--- config.mk ---
export PLATFORM = sky130hd
export DESIGN_NAME = ivec_arbiter
export DESIGN_NICKNAME = d
export VERILOG_FILES = /design/src/rtl/ivec_pkg.sv /design/src/rtl/ivec_nmi_latch.sv /design/src/rtl/ivec_priority.sv /design/src/rtl/ivec_inta_seq.sv /design/src/rtl/ivec_out_reg.sv /design/src/rtl/ivec_arbiter.sv
export SDC_FILE = /design/constraint.sdc
export NUM_CORES = 1
export LEC_CHECK = 0
export BUFFER_PORTS_ARGS = -buffer_cell sky130_fd_sc_hd__buf_4
export CORE_MARGIN = 3
export CORE_UTILIZATION = 34
export CTS_CLUSTER_DIAMETER = 120
export DETAILED_ROUTE_END_ITERATION = 7
export GPL_TIMING_DRIVEN = 0
export PLACE_DENSITY = 0.67
export SLEW_MARGIN = 20
export SYNTH_ARGS = -nofsm -noshare
export SYNTH_HDL_FRONTEND = slang
export SYNTH_SLANG_ARGS = --single-unit
export TNS_END_PERCENT = 20
--- constraint.sdc ---
create_clock -name clk -period 1.6 [get_ports clk]
set_input_delay 0.24 -clock clk [delete_from_list [all_inputs] [get_ports clk]]
set_output_delay 0.24 -clock clk [all_outputs]
set_load 0.005 [all_outputs]
--- src/rtl/ivec_pkg.sv ---
package ivec_pkg;
  localparam int VEC_TYPE_W      = 8;
  localparam int VEC_ENTRY_BYTES = 4;
  localparam int VEC_ENTRY_SH    = $clog2(VEC_ENTRY_BYTES);
  localparam int VEC_ADDR_W      = VEC_TYPE_W + VEC_ENTRY_SH;

  typedef enum logic [2:0] {
    SRC_NONE = 3'd0,
    SRC_EXC  = 3'd1,
    SRC_NMI  = 3'd2,
    SRC_INTR = 3'd3,
    SRC_STEP = 3'd4
  } src_e;

  // byte address of a vector entry: type scaled by entry size
  function automatic logic [VEC_ADDR_W-1:0] vec_addr(input logic [VEC_TYPE_W-1:0] t);
    return {t, {VEC_ENTRY_SH{1'b0}}};
  endfunction
endpackage

--- src/rtl/ivec_nmi_latch.sv ---
module ivec_nmi_latch (
  input  logic clk,
  input  logic rst_n,
  input  logic nmi_pin_i,
  input  logic accept_i,
  input  logic iret_i,
  output logic pend_o,
  output logic block_o
);
  logic pin_q;
  logic pend_q;
  logic block_q;
  logic rise_w;

  assign rise_w = nmi_pin_i & ~pin_q;

  always_ff @(posedge clk) begin
    if (!rst_n) begin
      pin_q   <= 1'b1;
      pend_q  <= 1'b0;
      block_q <= 1'b0;
    end else begin
      pin_q  <= nmi_pin_i;
      pend_q <= rise_w | (pend_q & ~accept_i);
      if (accept_i)    block_q <= 1'b1;
      else if (iret_i) block_q <= 1'b0;
    end
  end

  assign pend_o  = pend_q;
  assign block_o = block_q;
endmodule

--- src/rtl/ivec_priority.sv ---
module ivec_priority
  import ivec_pkg::*;
#(
  parameter int TYPE_W    = VEC_TYPE_W,
  parameter int NMI_TYPE  = 2,
  parameter int STEP_TYPE = 1,
  parameter int CSO_TYPE  = 9
) (
  input  logic              en_i,
  input  logic              exc_req_i,
  input  logic [TYPE_W-1:0] exc_type_i,
  input  logic              nmi_pend_i,
  input  logic              intr_i,
  input  logic              if_flag_i,
  input  logic              tf_flag_i,
  input  logic              blocked_i,
  output src_e              win_src_o,
  output logic [TYPE_W-1:0] win_type_o
);
  logic exc_ok, nmi_ok, intr_ok, step_ok;

  always_comb begin
    exc_ok  = en_i & exc_req_i & ~(blocked_i & (exc_type_i == TYPE_W'(CSO_TYPE)));
    nmi_ok  = en_i & nmi_pend_i & ~blocked_i;
    intr_ok = en_i & intr_i & if_flag_i & ~blocked_i;
    step_ok = en_i & tf_flag_i & ~blocked_i;
    win_src_o  = SRC_NONE;
    win_type_o = '0;
    if (exc_ok) begin
      win_src_o  = SRC_EXC;
      win_type_o = exc_type_i;
    end else if (nmi_ok) begin
      win_src_o  = SRC_NMI;
      win_type_o = TYPE_W'(NMI_TYPE);
    end else if (intr_ok) begin
      win_src_o  = SRC_INTR;
    end else if (step_ok) begin
      win_src_o  = SRC_STEP;
      win_type_o = TYPE_W'(STEP_TYPE);
    end
  end
endmodule

--- src/rtl/ivec_inta_seq.sv ---
module ivec_inta_seq #(
  parameter int INTA_LAT = 2
) (
  input  logic clk,
  input  logic rst_n,
  input  logic start_i,
  output logic busy_o,
  output logic inta_o,
  output logic sample_o
);
  localparam int CNT_W = $clog2(INTA_LAT + 1);
  logic [CNT_W-1:0] cnt_q;
  logic             inta_q;

  always_ff @(posedge clk) begin
    if (!rst_n) begin
      cnt_q  <= '0;
      inta_q <= 1'b0;
    end else begin
      inta_q <= start_i;
      if (start_i)            cnt_q <= CNT_W'(INTA_LAT);
      else if (cnt_q != '0)   cnt_q <= cnt_q - 1'b1;
    end
  end

  assign busy_o   = (cnt_q != '0);
  assign sample_o = (cnt_q == CNT_W'(1));
  assign inta_o   = inta_q;
endmodule

--- src/rtl/ivec_out_reg.sv ---
module ivec_out_reg
  import ivec_pkg::*;
#(
  parameter int TYPE_W = VEC_TYPE_W,
  parameter int ADDR_W = VEC_ADDR_W
) (
  input  logic              clk,
  input  logic              rst_n,
  input  logic              load_i,
  input  logic [TYPE_W-1:0] type_i,
  input  src_e              src_i,
  output logic              svc_o,
  output logic              clr_if_o,
  output logic [TYPE_W-1:0] type_o,
  output logic [ADDR_W-1:0] addr_o,
  output src_e              src_o
);
  always_ff @(posedge clk) begin
    if (!rst_n) begin
      svc_o    <= 1'b0;
      clr_if_o <= 1'b0;
      type_o   <= '0;
      addr_o   <= '0;
      src_o    <= SRC_NONE;
    end else begin
      svc_o    <= load_i;
      clr_if_o <= load_i;
      if (load_i) begin
        type_o <= type_i;
        addr_o <= vec_addr(type_i);
        src_o  <= src_i;
      end
    end
  end
endmodule

--- src/rtl/ivec_arbiter.sv ---
module ivec_arbiter
  import ivec_pkg::*;
#(
  parameter int INTA_LAT  = 2,
  parameter int NMI_TYPE  = 2,
  parameter int STEP_TYPE = 1,
  parameter int CSO_TYPE  = 9
) (
  input  logic                  clk,
  input  logic                  rst_n,
  input  logic                  insn_done_i,
  input  logic                  nmi_pin_i,
  input  logic                  intr_i,
  input  logic [VEC_TYPE_W-1:0] intr_type_i,
  input  logic                  if_flag_i,
  input  logic                  tf_flag_i,
  input  logic                  exc_req_i,
  input  logic [VEC_TYPE_W-1:0] exc_type_i,
  input  logic                  iret_i,
  output logic                  svc_o,
  output logic [VEC_TYPE_W-1:0] type_o,
  output logic [VEC_ADDR_W-1:0] tbl_addr_o,
  output logic                  clr_if_o,
  output logic                  inta_req_o
);
  localparam int TYPE_W = VEC_TYPE_W;
  localparam int ADDR_W = VEC_ADDR_W;

  // named internal events, also observed by the bound checker
  logic              nmi_pend;
  logic              nmi_blocked;
  logic              decide_en;
  logic              inta_busy;
  logic              inta_sample;
  logic              nmi_accept;
  logic              inta_start;
  logic              svc_load;
  src_e              win_src;
  src_e              svc_src;
  src_e              load_src;
  logic [TYPE_W-1:0] win_type;
  logic [TYPE_W-1:0] load_type;

  assign decide_en  = insn_done_i & ~inta_busy & ~svc_o;
  assign nmi_accept = (win_src == SRC_NMI);
  assign inta_start = (win_src == SRC_INTR);
  assign svc_load   = inta_sample | ((win_src != SRC_NONE) & (win_src != SRC_INTR));
  assign load_type  = inta_sample ? intr_type_i : win_type;
  assign load_src   = inta_sample ? SRC_INTR : win_src;

  ivec_nmi_latch u_nmi (
    .clk      (clk),
    .rst_n    (rst_n),
    .nmi_pin_i(nmi_pin_i),
    .accept_i (nmi_accept),
    .iret_i   (iret_i),
    .pend_o   (nmi_pend),
    .block_o  (nmi_blocked)
  );

  ivec_priority #(
    .TYPE_W   (TYPE_W),
    .NMI_TYPE (NMI_TYPE),
    .STEP_TYPE(STEP_TYPE),
    .CSO_TYPE (CSO_TYPE)
  ) u_prio (
    .en_i      (decide_en),
    .exc_req_i (exc_req_i),
    .exc_type_i(exc_type_i),
    .nmi_pend_i(nmi_pend),
    .intr_i    (intr_i),
    .if_flag_i (if_flag_i),
    .tf_flag_i (tf_flag_i),
    .blocked_i (nmi_blocked),
    .win_src_o (win_src),
    .win_type_o(win_type)
  );

  ivec_inta_seq #(.INTA_LAT(INTA_LAT)) u_inta (
    .clk     (clk),
    .rst_n   (rst_n),
    .start_i (inta_start),
    .busy_o  (inta_busy),
    .inta_o  (inta_req_o),
    .sample_o(inta_sample)
  );

  ivec_out_reg #(.TYPE_W(TYPE_W), .ADDR_W(ADDR_W)) u_out (
    .clk     (clk),
    .rst_n   (rst_n),
    .load_i  (svc_load),
    .type_i  (load_type),
    .src_i   (load_src),
    .svc_o   (svc_o),
    .clr_if_o(clr_if_o),
    .type_o  (type_o),
    .addr_o  (tbl_addr_o),
    .src_o   (svc_src)
  );
endmodule

**Word level (Yosys, flattened, before mapping)**

Cells that the tools add are included.

- Output and inout bits: 21
- Input bits: 25
- Memories: 0
- RAM bits: 0
- Memory bits (read-only): 0
- Latch bits: 0
- Register bits after elaboration: 15

- Divide/modulo/power cells: 0
- Multipliers: 0
- Equality and inequality tests: 5
- Order comparisons: 0
- Shifts and indexed selects: 0
- Add/subtract/negate cells: 1
- Reductions and logical operators: 5
- Muxes and demuxes: 13
- Bitwise logic cells: 24

Operators with widths:

| cell | number |
|---|---|
| $mux W8 | 4 |
| $and A1 B1 Y1 | 15 |
| $mux W3 | 4 |
| $eq A8 B4 Y1 const B | 1 |
| $not A1 Y1 | 7 |
| $eq A3 B2 Y1 const B | 2 |
| $reduce_bool A2 Y1 | 3 |
| $mux W2 | 2 |
| $mux W1 | 3 |
| $ne A3 B2 Y1 const B | 1 |
| $reduce_bool A3 Y1 | 1 |
| $eq A2 B1 Y1 const B | 1 |
| $or A1 B1 Y1 | 2 |
| $reduce_or A2 Y1 | 1 |
| $sub A2 B1 Y2 const B | 1 |

**Depth between registers and ports, before layout**

Gate-level depths: netlist (run 1).

- Depth after elaboration: 14
- Mapped depth: 5
- Depth with buffers taken out: 4

**Cells and area by module**

Synthesis (run 1) repeated with hierarchy kept, for this count alone.

- Cell total of the unflattened synthesis: 108
- Area, all modules: 1109.8 µm²

By module, submodules not included:

| module | cells an instance | times used | area each (µm²) | sequential area each (µm²) |
|---|---|---|---|---|
| ivec_out_reg | 49 | 1 | 528.0 | 240.2 |
| ivec_priority | 24 | 1 | 207.7 | 0.0 |
| ivec_arbiter | 17 | 1 | 160.2 | 0.0 |
| ivec_nmi_latch | 9 | 1 | 111.4 | 60.1 |
| ivec_inta_seq | 9 | 1 | 102.6 | 60.1 |

**Worst setup path after synthesis (run 1)**

Ideal clock, no wire load.

- Path type: flip-flop to flip-flop
- Start: reg u_inta.cnt_q[1]
- End: reg u_out.type_o[0]
- Setup slack: 0.002 ns
- Path buffers: 1
- Stages on the path, launching flop included: 6
- Arrival time: 1.473 ns
- Cell sequence: dfxtp_1 or4b_4 a311oi_2 or3_1 buf_6 o22ai_1

- Word-level cells in the longest chain between the ends: 13
- Elaborated cells on any way between the ends: 27
- Those cells by class: 2 x eq/ne; 9 x mux; 14 x bitwise; 2 x reduce/logical

RTL lines:

| item | RTL line | text |
|---|---|---|
| start: declaration | ivec_inta_seq.sv:12 | `logic [CNT_W-1:0] cnt_q;` |
| start signal: assignment | ivec_inta_seq.sv:21 | `if (start_i) cnt_q <= CNT_W'(INTA_LAT);` |
| start signal: assignment | ivec_inta_seq.sv:22 | `else if (cnt_q != '0) cnt_q <= cnt_q - 1'b1;` |
| $reduce_bool A2 Y1 | ivec_inta_seq.sv:26 | `assign busy_o = (cnt_q != '0);` |
| $not A1 Y1 | ivec_arbiter.sv:44 | `assign decide_en = insn_done_i & ~inta_busy & ~svc_o;` |
| $and A1 B1 Y1 (2 in a row) | ivec_arbiter.sv:44 |  |
| $and A1 B1 Y1 (on tied branches) (2 in a row) | ivec_priority.sv:25, ivec_priority.sv:26 |  |
| $and A1 B1 Y1 / $mux W3 (equally long branches) | ivec_priority.sv:25, ivec_priority.sv:37 |  |
| $mux W3 | ivec_priority.sv:35 | `end else if (intr_ok) begin` |
| $mux W3 | ivec_priority.sv:32 | `end else if (nmi_ok) begin` |
| $mux W3 | ivec_priority.sv:29 | `if (exc_ok) begin` |
| $ne A3 B2 Y1 / $reduce_bool A3 Y1 (equally long branches) | ivec_arbiter.sv:47 | `assign svc_load = inta_sample \| ((win_src != SRC_NONE) & (win_src != SRC_INTR));` |
| $and A1 B1 Y1 | ivec_arbiter.sv:47 |  |
| $or A1 B1 Y1 | ivec_arbiter.sv:47 |  |
| end signal: assignment | ivec_out_reg.sv:29 | `type_o <= type_i;` |
| end: declaration | ivec_out_reg.sv:14 | `output logic [TYPE_W-1:0] type_o,` |

Parallel ways exist; a longest one is shown, timed or not.
A chain may end at the register's enable or synchronous reset.

==> reports/metrics.cfg, run 1 <==
[grt]
antenna_found_initial = 0
grt_max_degree = 11
gr-total-overflow = 0
grt_first_pass_wirelength_um = 3310
grt_pass1_vias = 744
grtUsageTotal_pct = 16.1

[synth]
yosys.area.top_type = dfxtp_1
synth_area_leaders = dfxtp_1 (38%), buf_4 (10%), nand2_1 (5.7%)
yosysSeqAreaShare_pct = 37.9
syn-instance-count = 87
synth-seq-cells = 15
yosysTopAreaCellShare_pct = 37.9
ys_types = 31
synth_area_sq_um = 792
yosysWarnings = 0
avgSynthCellArea_sq_um = 9.10

[clocking]
htreeDepth = 1
cts_tree = built
numCtsBuffers = 3
cts_buffer_depth = 2
clock_latency_ns = 0.28
clockRootBuffer = clkbuf_4
cts_hold_buf = 0
cts_sinks = 15
path_clk_slew_ns = 0.09

[routing]
postRouteAntennaNets = 0
avgRoutedWirePerCell_um = 13.1
drt_iter0_drc = 10
drcViolationCount = 0
drt-total-wl_um = 2150
vias = 785
viasPerCell = 4.79
drt-pass1-iter-count = 4

[layout]
n_fill_cell = 207
n_antenna_cell = 0
drive_above_1_share_pct = 52.6
layout_common_cells = buf_4 (56), dfxtp_1 (13), nand2_1 (12)
syn_to_final_growth_pct = 53.4
fin_util_pct = 58.4
instances_no_fill = 164
fin_nets = 163
final_common_cell = buf_4

[floorplan]
start_util_pct = 38.0
die_h_um = 54.3
num_rows = 16
coreArea_sq_um = 2080
die-area_sq_um = 2940
ioPinCount = 46
fp.dieW_um = 54.3

[critical_path]
worst-setup-path-type = reg2reg
arrival_ns = 1.85
rr_worst_depth = 5
cp-end-kind = flop
crit_slowest_cell = or4b_4
crit_path_start_kind = flop
r2r_slack_ns = -0.08
critPathMaxFanout = 8
cp_cell_sequence = or4b_4, a311oi_4, or3_1, buf_6, o22ai_1
slowest_delay_ns = 0.60
cp_num_cells = 5
path_buf_inv = 1
critPathTopFamily = simple AND/OR/NAND/NOR gates
worstPathRequired_ns = 1.77

[sta]
fin_skew_ns = 0.00205
fmax_mhz = 595
post-route-period-util_pct = 105
min_period_ns = 1.68
rsz0062_at_grt = yes
worst_slack_ns = -0.0812
hold_viol_final = 0
slew_violations = 0
setup_viol_count_final = 9

[outcome]
violations = setup timing
outcome = complete, but fails checks

[worst_hold_path]
holdPathStages = 3
hold_class = in2reg

[placement]
io_buffers = 43
place_congestion = 0.776
dp.final_hpwl_um = 1650
post-place-cells = 158
post-place-ws_ns = -0.164

[job]
maxCapViolCount = 0

[power]
power_uw = 845
ir_worst_vdd_uv = 472
p_leak_uw = 0.000564
cellPowerDensity_nw_per_um2 = 696

cells in the mapped netlist:
cell type   n
a211oi_1    3
a21bo_2     1
a21oi_1     1
a221o_1     1
a22o_1      1
a22oi_1     5
a311oi_2    1
a31o_2      1
and2_1      3
and2b_1     1
and4bb_2    1
buf_4      11
buf_6       1
clkbuf_1    2
conb_1      1
dfxtp_1    15
inv_1       4
nand2_1    12
nand2b_1    1
nor2_1      4
nor2b_1     1
nor3_1      1
nor3_4      1
nor4_2      1
nor4b_4     1
o21a_1      1
o21ai_0     1
o22ai_1     7
o2bb2ai_1   1
or3_1       1
or4b_4      1
cell type report:
type | instances | area [sq um] | share of cell area (%)
Timing Repair Buffer | 45 | 338 | 27.8
Inverter | 4 | 15.0 | 1.24
Sequential cell | 15 | 303 | 24.9
Clock buffer | 4 | 26.3 | 2.16
Multi-Input combinational cell | 55 | 398 | 32.7
Tap cell | 27 | 33.8 | 2.78
Buffer | 14 | 101 | 8.34
through the flow:
stage          cell area [sq um]  setup TNS, ns  hold slack (ns)
2_1_floorplan                796              0            0.345
3_3_place_gp                1150         -0.775            0.439
3_5_place_dp                1150          -1.20            0.443
4_1_cts                     1210         -0.519            0.146
5_1_grt                     1210          -1.18            0.164
6_report                    1210         -0.544            0.147
worst paths after layout:
kind	from	end
setup / recovery	u_out.clr_if_o	u_out.type_o[0]
hold / removal	nmi_pin_i	u_nmi.pin_q
setup reg to reg	u_out.clr_if_o	u_out.type_o[0]
hold reg to reg	u_inta.cnt_q[1]	u_inta.cnt_q[0]
worst min-delay path: cells and delay by family:
family / cells / cell delay, ns
and+or+nand+nor: 1 / 0.05
buffers and inverters: 2 / 0.12
registers in the layout (all words and copies together), names as in the netlist:
register        count
u_inta.cnt_q        2
u_inta.inta_o       1
u_nmi.block_o       1
u_nmi.pend_o        1
u_nmi.pin_q         1
u_out.clr_if_o      1
u_out.type_o        8
metal layers:
metal,track usage (%),part of all wire (%)
met2,27.1,49
met3,4.36,7.5
met1,19.4,43
met4,6.22,0.47
met5,0,0
logic make-up after synthesis:
kind of cell    after synthesis  share of synthesized area, %
buf+inv                      18                          14.7
simple gates                 29                          23.9
flops                        15                          37.9
compound gates               24                          23.1
other cells                   1                         0.473
power breakdown:
| part | internal (uW) | switching (uW) | total [uW] |
|---|---|---|---|
| Sequential | 391 | 13.8 | 405 |
| Combinational | 130 | 85.2 | 215 |
| Clock | 96.8 | 128 | 225 |
repair_timing:
action,in CTS,in global routing
endpoints found under the setup margin,10,11
gates cloned,0,0
pin swaps,3,1
buffers inserted,2,0
gates resized for setup,5,0
Power figures use the tool's default switching activity.
==> inputs of run 2 (changes only) <==
- PLACE_DENSITY: 0.67 -> 0.63
==> run 2 against run 1 <==
Compared with the run above: the run still ends with setup timing left; largest cell class unchanged; setup slack got worse by 0.014 ns; hold slack improved by 0.0088 ns; clock-buffer cell count did not move; largest power group unchanged; sequential cell count did not move; sequential power barely moved; combinational power rose by 2%; design area rose by 1.8%; power fell by 1.4%.
==> reports/metrics.cfg, run 2 (synthesis gave the netlist of run 1 again) <==
[sta]
fmax_mhz = 590
setup_viol_count_final = 10
hold_viol_final = 0
fin_skew_ns = 0.00122
rsz0062_at_grt = yes
slew_violations = 0
worst_slack_ns = -0.0947
post-route-period-util_pct = 106
min_period_ns = 1.69

[clocking]
cts_sinks = 15
htreeDepth = 1
numCtsBuffers = 3
cts_buffer_depth = 2
cts_tree = built
cts_hold_buf = 0
clock_latency_ns = 0.28
clockRootBuffer = clkbuf_4
path_clk_slew_ns = 0.08

[critical_path]
cp_num_cells = 5
arrival_ns = 1.86
path_buf_inv = 1
rr_endpoint = u_out.type_o[0]
slowest_delay_ns = 0.61
cp-endpoint = u_out.type_o[0]
crit_path_start_kind = flop
crit_slowest_cell = or4b_4
r2r_slack_ns = -0.09
cp_cell_sequence = or4b_4, a311oi_4, or3_1, buf_6, o22ai_1
worst-setup-path-type = reg2reg
cp-end-kind = flop
rr_worst_depth = 5
critPathTopFamily = simple AND/OR/NAND/NOR gates
critPathMaxFanout = 8
startpoint = u_inta.cnt_q[0]
worstPathRequired_ns = 1.77
rr_startpoint = u_inta.cnt_q[0]

[layout]
syn_to_final_growth_pct = 56.1
largest_reg_flops = 8
final_common_cell = buf_4
fin_util_pct = 59.4
n_antenna_cell = 0
fin_nets = 164
drive_above_1_share_pct = 53.6
layout_common_cells = buf_4 (57), dfxtp_1 (13), nand2_1 (12)
reg_top3 = u_out.type_o x8, u_inta.cnt_q x2
regMostFlops = u_out.type_o

[routing]
vias = 787
viasPerCell = 4.77
avgRoutedWirePerCell_um = 12.0
postRouteAntennaNets = 0
drt_iter0_drc = 14
drcViolationCount = 0
drt-total-wl_um = 1990
drt-pass1-iter-count = 3

[power]
p_leak_uw = 0.000571
ir_worst_vdd_uv = 623
cellPowerDensity_nw_per_um2 = 674

[floorplan]
coreArea_sq_um = 2080
num_rows = 16
ioPinCount = 46
fp.dieW_um = 54.3
start_util_pct = 38.0
die-area_sq_um = 2940
die_h_um = 54.3

[placement]
post-place-ws_ns = -0.125
place_congestion = 0.776
io_buffers = 43
dp.final_hpwl_um = 1630

[grt]
grt_pass1_vias = 668
gr-total-overflow = 0
grt_first_pass_wirelength_um = 3010
grt_max_degree = 11
antenna_found_initial = 0
grtUsageTotal_pct = 14.5

[worst_hold_path]
hold_class = in2reg

[outcome]
violations = setup timing
outcome = complete, but fails checks

[job]
maxCapViolCount = 0

[run 2: repair_timing]
action | 4_1_cts | 5_1_grt
pin swaps | 4 | 2
buffers inserted | 3 | 0
resized for setup | 4 | 3
endpoints found under the setup margin | 10 | 12
endpoints found under the hold margin | 0 | 0
[run 2: how the worst min path moves through the flow]
stage	start	cells past startpoint	slack, ns	end
after floorplan	nmi_pin_i	2	0.34	u_nmi.pin_q
after global placement	nmi_pin_i	3	0.44	u_nmi.pin_q
after detailed placement	nmi_pin_i	3	0.45	u_nmi.pin_q
after CTS	nmi_pin_i	3	0.15	u_nmi.pin_q
after global routing	nmi_pin_i	3	0.17	u_nmi.pin_q
final	nmi_pin_i	3	0.16	u_nmi.pin_q
[run 2: worst register-to-register path, cell delays in order (launching register included)]
cell,delay (ns)
dfxtp_2,0.32
or4b_4,0.61
a311oi_4,0.27
or3_1,0.17
buf_6,0.13
o22ai_1,0.08
[run 2: per-layer routing]
metal	part of all wire, %	GRT usage (%)	up-vias
met4	0.55	3.73	0
met1	42	17.5	361
li1	-	-	400
met2	51	23.7	24
met5	0	0	-
met3	6.9	5.99	2
[run 2: area by class of cell]
class | count | area (sq um)
Fill cell | 206 | 846
Timing Repair Buffer | 46 | 345
Multi-Input combinational cell | 55 | 412
Buffer | 14 | 101
Inverter | 4 | 15.0
Tap cell | 27 | 33.8
Sequential cell | 15 | 303
Clock buffer | 4 | 26.3
[run 2: power by group]
part           total [uW]  internal [uW]  switching, uW  leakage, uW
logic                 220            134           85.5     0.000433
clock network         210           96.9            113    0.0000150
registers             404            391           13.0     0.000123
[run 2: metrics by stage]
stage	std cells	TNS, ns	hold slack (ns)	power, uW	area (sq um)
2_1_floorplan	88	0	0.345	508	796
3_3_place_gp	158	-0.763	0.442	615	1150
3_5_place_dp	158	-0.874	0.449	618	1150
4_1_cts	165	-0.524	0.150	841	1220
5_1_grt	165	-1.23	0.173	887	1240
6_report	165	-0.703	0.156	833	1240
